**config.mk**
```make
export PLATFORM = sky130hd
export DESIGN_NAME = prio_stream_merge
export DESIGN_NICKNAME = d
export VERILOG_FILES = /design/src/rtl/psm_pkg.sv /design/src/rtl/psm_grant.sv /design/src/rtl/psm_select.sv /design/src/rtl/psm_format.sv /design/src/rtl/prio_stream_merge.sv
export SDC_FILE = /design/constraint.sdc
export NUM_CORES = 1
export LEC_CHECK = 0
export CAP_MARGIN = 30
export CORE_MARGIN = 2
export CORE_UTILIZATION = 32
export DETAILED_ROUTE_END_ITERATION = 8
export PLACE_DENSITY_LB_ADDON = 0.05
export RECOVER_POWER = 50
export SLEW_MARGIN = 20
export SYNTH_ARGS = -nofsm -noshare
export SYNTH_HDL_FRONTEND = slang
export SYNTH_SLANG_ARGS = --single-unit
```
**constraint.sdc**
```tcl
create_clock -name clk -period 2.96 [get_ports clk]
set_input_delay 0.888 -clock clk [delete_from_list [all_inputs] [get_ports clk]]
set_output_delay 0.888 -clock clk [all_outputs]
set_load 0.02 [all_outputs]
```
**src/rtl/psm_pkg.sv**
```systemverilog
package psm_pkg;
  localparam int unsigned BYTE_W = 8;
endpackage

```
**src/rtl/psm_grant.sv**
```systemverilog
// Fixed-priority one-hot grant: the lowest set request bit wins.
module psm_grant #(
  parameter int unsigned N = 6
) (
  input  logic [N-1:0] req,
  output logic [N-1:0] grant,
  output logic         any
);
  logic [N:0] taken;
  assign taken[0] = 1'b0;
  for (genvar i = 0; i < N; i++) begin : g_chain
    assign grant[i]   = req[i] & ~taken[i];
    assign taken[i+1] = taken[i] | req[i];
  end
  assign any = taken[N];
endmodule

```
**src/rtl/psm_select.sv**
```systemverilog
// One-hot AND-OR selector over N packed lanes of width W.
module psm_select #(
  parameter int unsigned N = 6,
  parameter int unsigned W = 16
) (
  input  logic [N-1:0]   onehot,
  input  logic [N*W-1:0] lanes,
  output logic [W-1:0]   picked
);
  logic [W-1:0] masked [N];
  for (genvar i = 0; i < N; i++) begin : g_mask
    assign masked[i] = lanes[i*W +: W] & {W{onehot[i]}};
  end
  always_comb begin
    picked = '0;
    for (int i = 0; i < N; i++) picked = picked | masked[i];
  end
endmodule

```
**src/rtl/psm_format.sv**
```systemverilog
// Builds the widened output word, optionally placing a routing byte on top.
module psm_format
  import psm_pkg::*;
#(
  parameter int unsigned IN_W   = 16,
  parameter int unsigned OUT_W  = 32,
  parameter bit          PACK   = 1'b1
) (
  input  logic [IN_W-1:0]   data,
  input  logic [BYTE_W-1:0] dest_byte,
  output logic [OUT_W-1:0]  word
);
  if (PACK) begin : g_pack
    always_comb begin
      word = '0;
      word[IN_W-1:0] = data;
      word[OUT_W-1 -: BYTE_W] = dest_byte;
    end
  end else begin : g_plain
    logic [BYTE_W-1:0] unused_byte;
    assign unused_byte = dest_byte;
    always_comb begin
      word = '0;
      word[IN_W-1:0] = data;
    end
  end
endmodule

```
**src/rtl/prio_stream_merge.sv**
```systemverilog
module prio_stream_merge
  import psm_pkg::*;
#(
  parameter int unsigned N_IN      = 6,
  parameter int unsigned IN_W      = 16,
  parameter int unsigned OUT_W     = 32,
  parameter int unsigned DEST_W    = 8,
  parameter bit          PACK_DEST = 1'b1
) (
  input  logic                 clk,
  input  logic                 rst_n,
  input  logic [N_IN-1:0]      in_valid,
  input  logic [N_IN*IN_W-1:0] in_data,
  input  logic [N_IN*DEST_W-1:0] in_dest,
  output logic [N_IN-1:0]      in_ready,
  output logic                 out_valid,
  output logic [OUT_W-1:0]     out_data,
  output logic [DEST_W-1:0]    out_dest
);
  logic [N_IN-1:0]   grant;
  logic              any_valid;
  logic [IN_W-1:0]   win_data;
  logic [DEST_W-1:0] win_dest;
  logic [OUT_W-1:0]  word;

  assign in_ready = '1;

  psm_grant #(.N(N_IN)) u_grant (
    .req(in_valid), .grant(grant), .any(any_valid)
  );

  psm_select #(.N(N_IN), .W(IN_W)) u_sel_data (
    .onehot(grant), .lanes(in_data), .picked(win_data)
  );

  psm_select #(.N(N_IN), .W(DEST_W)) u_sel_dest (
    .onehot(grant), .lanes(in_dest), .picked(win_dest)
  );

  psm_format #(.IN_W(IN_W), .OUT_W(OUT_W), .PACK(PACK_DEST)) u_fmt (
    .data(win_data), .dest_byte(win_dest[BYTE_W-1:0]), .word(word)
  );

  always_ff @(posedge clk) begin
    if (!rst_n) begin
      out_valid <= 1'b0;
      out_data  <= '0;
      out_dest  <= '0;
    end else begin
      out_valid <= any_valid;
      if (any_valid) begin
        out_data <= word;
        out_dest <= win_dest;
      end
    end
  end
endmodule

```
Yosys cells after proc, flatten, opt, wreduce, memory -nomap -nowiden. Cells that the tools add are included.

Register bits: 33. Output and inout bits: 47. Logic and storage cells: 40.

Bitwise logic cells: 37.

Operators by type and width (number): bitwise AND 16 bit (6); OR 16 bit (5); bitwise AND 8 bit (6); OR 8 bit (5); bitwise AND 1 bit (5); NOT 1 bit (5); OR 1 bit (5).

Depth between registers and ports, before layout. Gate-level depths: netlist (run 1).

Depth after elaboration: 8. Depth in mapped cells: 7.

Hierarchy. From an unflattened synthesis (run 1), not the netlist that was laid out.

Cell total of the unflattened synthesis: 294. Area, all modules: 2802.7 µm².

Modules (own cells, without submodules): prio_stream_merge (times used 1, cells an instance 138, area an instance 1632.8 µm², seq. area each 820.8 µm²); psm_select at u_sel_data (times used 1, cells an instance 76, area an instance 613.1 µm², seq. area each 0.0 µm²); psm_select at u_sel_dest (times used 1, cells an instance 38, area an instance 250.2 µm², seq. area each 0.0 µm²); psm_format (times used 1, cells an instance 33, area an instance 244.0 µm², seq. area each 0.0 µm²); psm_grant (times used 1, cells an instance 9, area an instance 62.6 µm², seq. area each 0.0 µm²).

Worst setup path after synthesis (run 1). OpenSTA, ideal clock, no wires.

Kind: input -> register. From: in in_valid[2]. To: reg out_data[0]. Setup time: 124 ps. Arrival: 2239 ps. Required time: 2836 ps. Slack: 597 ps. Stages on the path: 7. Buffers on the path: 4. Cells stage by stage: buf_2 > or4_1 > clkbuf_1 > buf_2 > buf_2 > o31ai_1 > a31oi_1.

Word-level cells in the longest chain between the ends: 7.

RTL lines: start, declared (RTL line prio_stream_merge.sv:12) `input logic [N_IN-1:0] in_valid,`; OR 1 bit (RTL line psm_grant.sv:13) `assign taken[i+1] = taken[i] | req[i];`; NOT 1 bit or OR 1 bit (tied branches) (RTL line psm_grant.sv:12, psm_grant.sv:13); bitwise AND 1 bit (tied with other cells) (RTL line psm_grant.sv:12) `assign grant[i] = req[i] & ~taken[i];`; bitwise AND 16 bit (tied with other cells) (RTL line psm_select.sv:12) `assign masked[i] = lanes[i*W +: W] & {W{onehot[i]}};`; OR 16 bit (tied with other cells) (RTL line psm_select.sv:16) `for (int i = 0; i < N; i++) picked = picked | masked[i];`; OR 16 bit or bitwise AND 16 bit (tied branches) (RTL line psm_select.sv:16, psm_select.sv:12); OR 16 bit (RTL line psm_select.sv:16); end signal, assigned (RTL line prio_stream_merge.sv:52) `out_data <= word;`; end, declared (RTL line prio_stream_merge.sv:17) `output logic [OUT_W-1:0] out_data,`.

Several ways; a longest one is shown, not always the timed one. A chain may end at the register's enable or synchronous reset.

Worst setup path after layout (run 1).
From: in in_valid[2]. To: reg out_valid.

Word-level cells in the longest chain between the ends: 4.

RTL lines: OR 1 bit (4 in a row) (RTL line psm_grant.sv:13); end signal, assigned (RTL line prio_stream_merge.sv:50) `out_valid <= any_valid;`; end, declared (RTL line prio_stream_merge.sv:16) `output logic out_valid,`.

No other way between the ends.

==> impl_metrics.tcl, run 1 <==
set metrics [dict create \
    area_growth_pct 81.7 \
    clk-insertion-delay-late_ps 280 \
    p_per_area_nw_per_um2 273 \
    holdPathStages 2 \
    mostFrequentLayoutCells "clkdlybuf4s50_1 (153), dlygate4sd3_1 (29), dfxtp_1 (25)" \
    final_hold_viol_count 0 \
    post-place-ws_ps 197 \
    r2r_slack_ps 2200 \
    clockBufferDepth 2 \
    initial_core_util_pct 33.0 \
    pin_count 199 \
    fmax_mhz 407 \
    cp.arrival_ps 2650 \
    power.total_uw 1110 \
    yosys-top-cells-area "dfxtp_1 (22%), mux2i_1 (10%), a22o_1 (9.0%), a2bb2oi_1 (9.0%), nand3b_1 (8.0%)" \
    finalWirelength_mm 8.65 \
    die_w_um 87.7 \
    drc 0 \
    synth_area_um2 2240 \
    grt_pass1_vias 2601 \
    outcome "complete, no violations" \
    power_leakage_uw 0.00167 \
    route.vias.total 2704 \
    tritoncts "yes" \
    htree_levels 1 \
    r2r_cells 2 \
    ys_seq_elements 25 \
    postRouteAntennaNets 0 \
    synth.distinct_cells 25 \
    yosysTopAreaCell "dfxtp_1" \
    synthCells 280 \
    slew_violations 0 \
    worstReg2RegStart "out_dest[0]$_SDFFE_PN0P_" \
    crit_fanout 24 \
    min_path_type "flip-flop to flip-flop" \
    die_h_um 87.7 \
    holdWs_ps 566 \
    grt_max_degree 50 \
    dr.first_iter.drc_count 92 \
    clk_pin_slew_worst_paths_ps 110 \
    root_buffer "clkbuf_8" \
    wl_per_cell_um 16.3 \
    period_share_pct 83.1 \
    core_area_um2 6790 \
    layout.nets 587 \
    final_common_cell "clkdlybuf4s50_1" \
    dieArea_um2 7690 \
    worst_pin_slew_ps 508 \
    routabilityCongestion 0.735 \
    drtPass1Iterations 4 \
    cts_made_buffers 3 \
    rsz0062_at_grt "false" \
    post-route-util_pct 59.9 \
    fin_skew_ps 0 \
    r2r-end "out_dest[0]$_SDFFE_PN0P_" \
    post_cts_resized 0 \
    hp-start "out_data[15]$_SDFFE_PN0P_" \
    yosysWarnings 0 \
    hold_buffers 0 \
    post_cts_buffers 0 \
    critPathLaunch "in_valid[2]" \
    cts_sinks 25 \
    antenna_cells 0 \
    maxCapViolCount 0 \
    grt_usage_pct 21.5 \
    ys_seq_area_share_pct 22.3 \
    grt_pass1_wl_mm 12.9 \
    placementRows 30 \
    avgSynthCellArea_um2 8.00 \
    dp_hpwl_mm 6.29 \
    portBuffers 184 \
    setup_ws_ps 501 \
    critPathKind "input port to flip-flop" \
    finalSetupTns_ps 0 \
    yosysTopAreaCellShare_pct 22.3 \
    min_period_ps 2460 \
    via_per_inst 5.10 \
    grt_antenna_before_repair 0 \
    startpoint_type "input port" \
    max_slew_margin_pct 66.2 \
    ir_drop_mv 0.161 \
    finalSetupViolCount 0 \
    worstPathRequired_ps 3150 \
    crit_path_end_kind "flip-flop" \
    grt-ovfl-total 0 \
    hold_end "out_data[15]$_SDFFE_PN0P_" \
    drive_gt1_share_pct 4.15 \
]
synth_stat cells:
| library cell | count |
|---|---|
| dfxtp_1 | 25 |
| a31oi_1 | 24 |
| inv_1 | 24 |
| nand3b_1 | 24 |
| o31ai_1 | 24 |
| a21oi_1 | 23 |
| a22o_1 | 23 |
| a2bb2oi_1 | 23 |
| mux2i_1 | 23 |
| buf_4 | 22 |
| clkbuf_1 | 20 |
| buf_2 | 8 |
| buf_1 | 3 |
| buf_6 | 2 |
| conb_1 | 2 |
| a211o_1 | 1 |
| a21o_1 | 1 |
| a22oi_1 | 1 |
| and2_1 | 1 |
| nand2_1 | 1 |
| nor3b_1 | 1 |
| nor4b_1 | 1 |
| or2_1 | 1 |
| or2_2 | 1 |
| or4_1 | 1 |
where the power goes:
part	leakage (µW)	switching, µW	internal, µW
clock	0.0000217	123	95.8
sequential	0.000209	15.0	364
combinational	0.00144	203	310
flip-flops by register name, indices dropped and copies added, names as in the netlist:
| name | count |
|---|---|
| out_data | 16 |
| out_dest | 8 |
| out_valid | 1 |
worst max-delay path, stage by stage:
cell	delay [ps]
clkdlybuf4s50_1	410
or4_2	720
or2_1	290
buf_12	170
and2_1	160
metrics by stage:
step	instances	instance area, µm²
2_1_floorplan	292	2290
4_1_cts	530	4070
6_report	530	4070
5_1_grt	530	4070
3_3_place_gp	526	4020
3_5_place_dp	526	4020
metal layers:
layer / vias to the layer above / GRT usage, % / routed length [µm]
li1: 1328 / - / -
met1: 1260 / 27.2 / 3720
met2: 105 / 37.9 / 4310
met3: 11 / 3.68 / 473
met4: 0 / 5.31 / 142
met5: - / 0 / 0
final cells by class:
class / instances / area, µm²
inverters: 24 / 90.1
well taps: 96 / 120
flip-flops and latches: 25 / 500
multi-input cells: 188 / 1390
fillers: 634 / 2720
repair buffers: 193 / 1920
clock inverters: 1 / 7.51
clock buffers: 3 / 41.3
how the worst max path moves through the flow:
| stage | to | slack [ps] | cells past startpoint |
|---|---|---|---|
| after floorplan | out_data[0]$_SDFFE_PN0P_ | 600 | 7 |
| after global placement | out_valid$_SDFF_PN0_ | 210 | 5 |
| after detailed placement | out_valid$_SDFF_PN0_ | 200 | 5 |
| after CTS | out_valid$_SDFF_PN0_ | 510 | 5 |
| after global routing | out_data[10]$_SDFFE_PN0P_ | 410 | 5 |
| final | out_valid$_SDFF_PN0_ | 500 | 5 |
kinds of logic after synthesis:
group,count (synthesis),share of synthesized area (%)
buf+inv,79,18.0
flops,25,22.3
mux,23,10.3
other cells,2,0.335
simple gates,31,10.1
compound gates,120,38.9
Power figures use the tool's default switching activity.
==> inputs of run 2 (changes only) <==
- clock period: 2.96 -> 2.35 ns (I/O delays scaled with it)
==> run 2 against run 1 <==
Net effect:
- cell area grew 0.37%
- critical path type unchanged
- first-iteration DRC count is 9.8% lower
- sequential share of layout area hardly changed
- clock power is 21% higher
- clock-buffer cell count unchanged
- die area unchanged
- worst setup slack worse by 420 ps
==> impl_metrics.tcl, run 2 (synthesis results as in run 1) <==
set metrics [dict create \
    grt_max_degree 50 \
    via_per_inst 5.06 \
    area_growth_pct 82.4 \
    mostFrequentLayoutCells "clkdlybuf4s50_1 (155), dlygate4sd3_1 (27), dfxtp_1 (25)" \
    hold_buffers 0 \
    core_area_um2 6790 \
    regMostFlops "out_data" \
    largest_reg_flops 16 \
    antenna_cells 0 \
    root_buffer "clkbuf_8" \
    grt_util_met3_pct 3.86 \
    power_leakage_uw 0.00168 \
    dp_hpwl_mm 6.60 \
    maxCapViolCount 0 \
    placementRows 30 \
    grt_use_met2_pct 39.8 \
    p_per_area_nw_per_um2 341 \
    pin_count 199 \
    critical_path.endpoint "out_data[10]$_SDFFE_PN0P_" \
    dieArea_um2 7690 \
    post_cts_buffers 0 \
    routabilityCongestion 0.747 \
    tritoncts "yes" \
    fmax_mhz 441 \
    die_h_um 87.7 \
    stdcell_count 534 \
    r2r_slack_ps 1590 \
    worst_pin_slew_ps 506 \
    cts_made_buffers 3 \
    outcome "complete, no violations" \
    placed_cells 530 \
    htree_levels 1 \
    clk-insertion-delay-late_ps 270 \
    critPathLaunch "in_valid[2]" \
    min_path_type "flip-flop to flip-flop" \
    drc 0 \
    final_common_cell "clkdlybuf4s50_1" \
    wl_per_cell_um 16.2 \
    worstReg2RegStart "out_dest[6]$_SDFFE_PN0P_" \
    portBuffers 184 \
    drtPass1Iterations 4 \
    finalSetupViolCount 0 \
    top_usage_layer "met2" \
    ir_drop_mv 0.160 \
    grt_pass1_wl_mm 12.8 \
    initial_core_util_pct 33.0 \
    worstPathRequired_ps 2550 \
    finalWirelength_mm 8.65 \
    postRouteAntennaNets 0 \
    max_slew_margin_pct 66.3 \
    layout.nets 591 \
    route.vias.total 2704 \
    r2r_cells 2 \
    rsz0062_at_grt "true" \
    dr.first_iter.drc_count 83 \
    crit_fanout 24 \
    clockBufferDepth 2 \
    crit_path_end_kind "flip-flop" \
    die_w_um 87.7 \
    r2r-end "out_dest[6]$_SDFFE_PN0P_" \
    use_met1_pct 25.4 \
    period_share_pct 96.6 \
    clk_pin_slew_worst_paths_ps 90 \
    post-route-util_pct 60.2 \
    min_period_ps 2270 \
    cp.arrival_ps 2470 \
    startpoint_type "input port" \
    critPathKind "input port to flip-flop" \
    grt-ovfl-total 0 \
    cts_sinks 25 \
    slew_violations 0 \
    hp-start "out_data[8]$_SDFFE_PN0P_" \
    grt_antenna_before_repair 0 \
    post_cts_resized 0 \
    grt_usage_pct 21.2 \
    reg_top3 "out_data: 16 flops, out_dest: 8 flops, out_valid: 1 flops" \
    grt_pass1_vias 2626 \
    final_hold_viol_count 0 \
    fin_skew_ps 0 \
    drive_gt1_share_pct 5.02 \
]
[run 2: cell count changes in the layout (fill, tap and decap cells not counted), sizes merged]
cell	before	now
clkinvlp	1	0
buf	11	15
clkdlybuf4s50	153	155
dlygate4sd3	29	27
clkinv	0	1
[run 2: where the power goes]
group / switching, µW / internal [µW] / leakage [µW]
logic: 257 / 393 / 0.00145
registers: 19.1 / 459 / 0.000209
clock network: 147 / 119 / 0.0000255
total: 423 / 971 / 0.00168
[run 2: worst min-delay path by stage]
stage                     cells after the start                   endpoint  slack (ps)
after floorplan                               2   out_data[0]$_SDFFE_PN0P_         680
after global placement                        2  out_data[12]$_SDFFE_PN0P_         540
after detailed placement                      2   out_data[1]$_SDFFE_PN0P_         540
after CTS                                     2   out_data[1]$_SDFFE_PN0P_         570
after global routing                          2   out_dest[5]$_SDFFE_PN0P_         600
final                                         2   out_data[8]$_SDFFE_PN0P_         560
[run 2: worst max-delay path, cell delays in order]
cell and delay (ps):
clkdlybuf4s50_1 410, or4_2 700, buf_4 250, a211o_1 290
a31oi_1 110
[run 2: routing by layer]
layer / wire length, µm / part of all wire (%)
met3: 540 / 6.2
met2: 4480 / 52
met1: 3570 / 41
met4: 63 / 0.73
met5: 0 / 0
[run 2: cell type report]
class                   count  area, µm²
well taps                  96        120
clock inverters             1       5.00
flip-flops and latches     25        500
inverters                  24       90.1
repair buffers            197       1940
fillers                   660       2710
multi-input cells         188       1390
clock buffers               3       41.3
[run 2: metrics by stage]
step / TNS (ps) / hold slack, ps / total power (µW) / worst slack (ps) / area (µm²)
after floorplan: 0 / 676 / 799 / 170 / 2290
after global placement: -3730 / 536 / 1150 / -188 / 4040
after detailed placement: -4460 / 541 / 1150 / -208 / 4040
after CTS: 0 / 569 / 1420 / 88.0 / 4090
after global routing: -34.9 / 598 / 1460 / -14.3 / 4090
final: 0 / 558 / 1390 / 80.6 / 4090
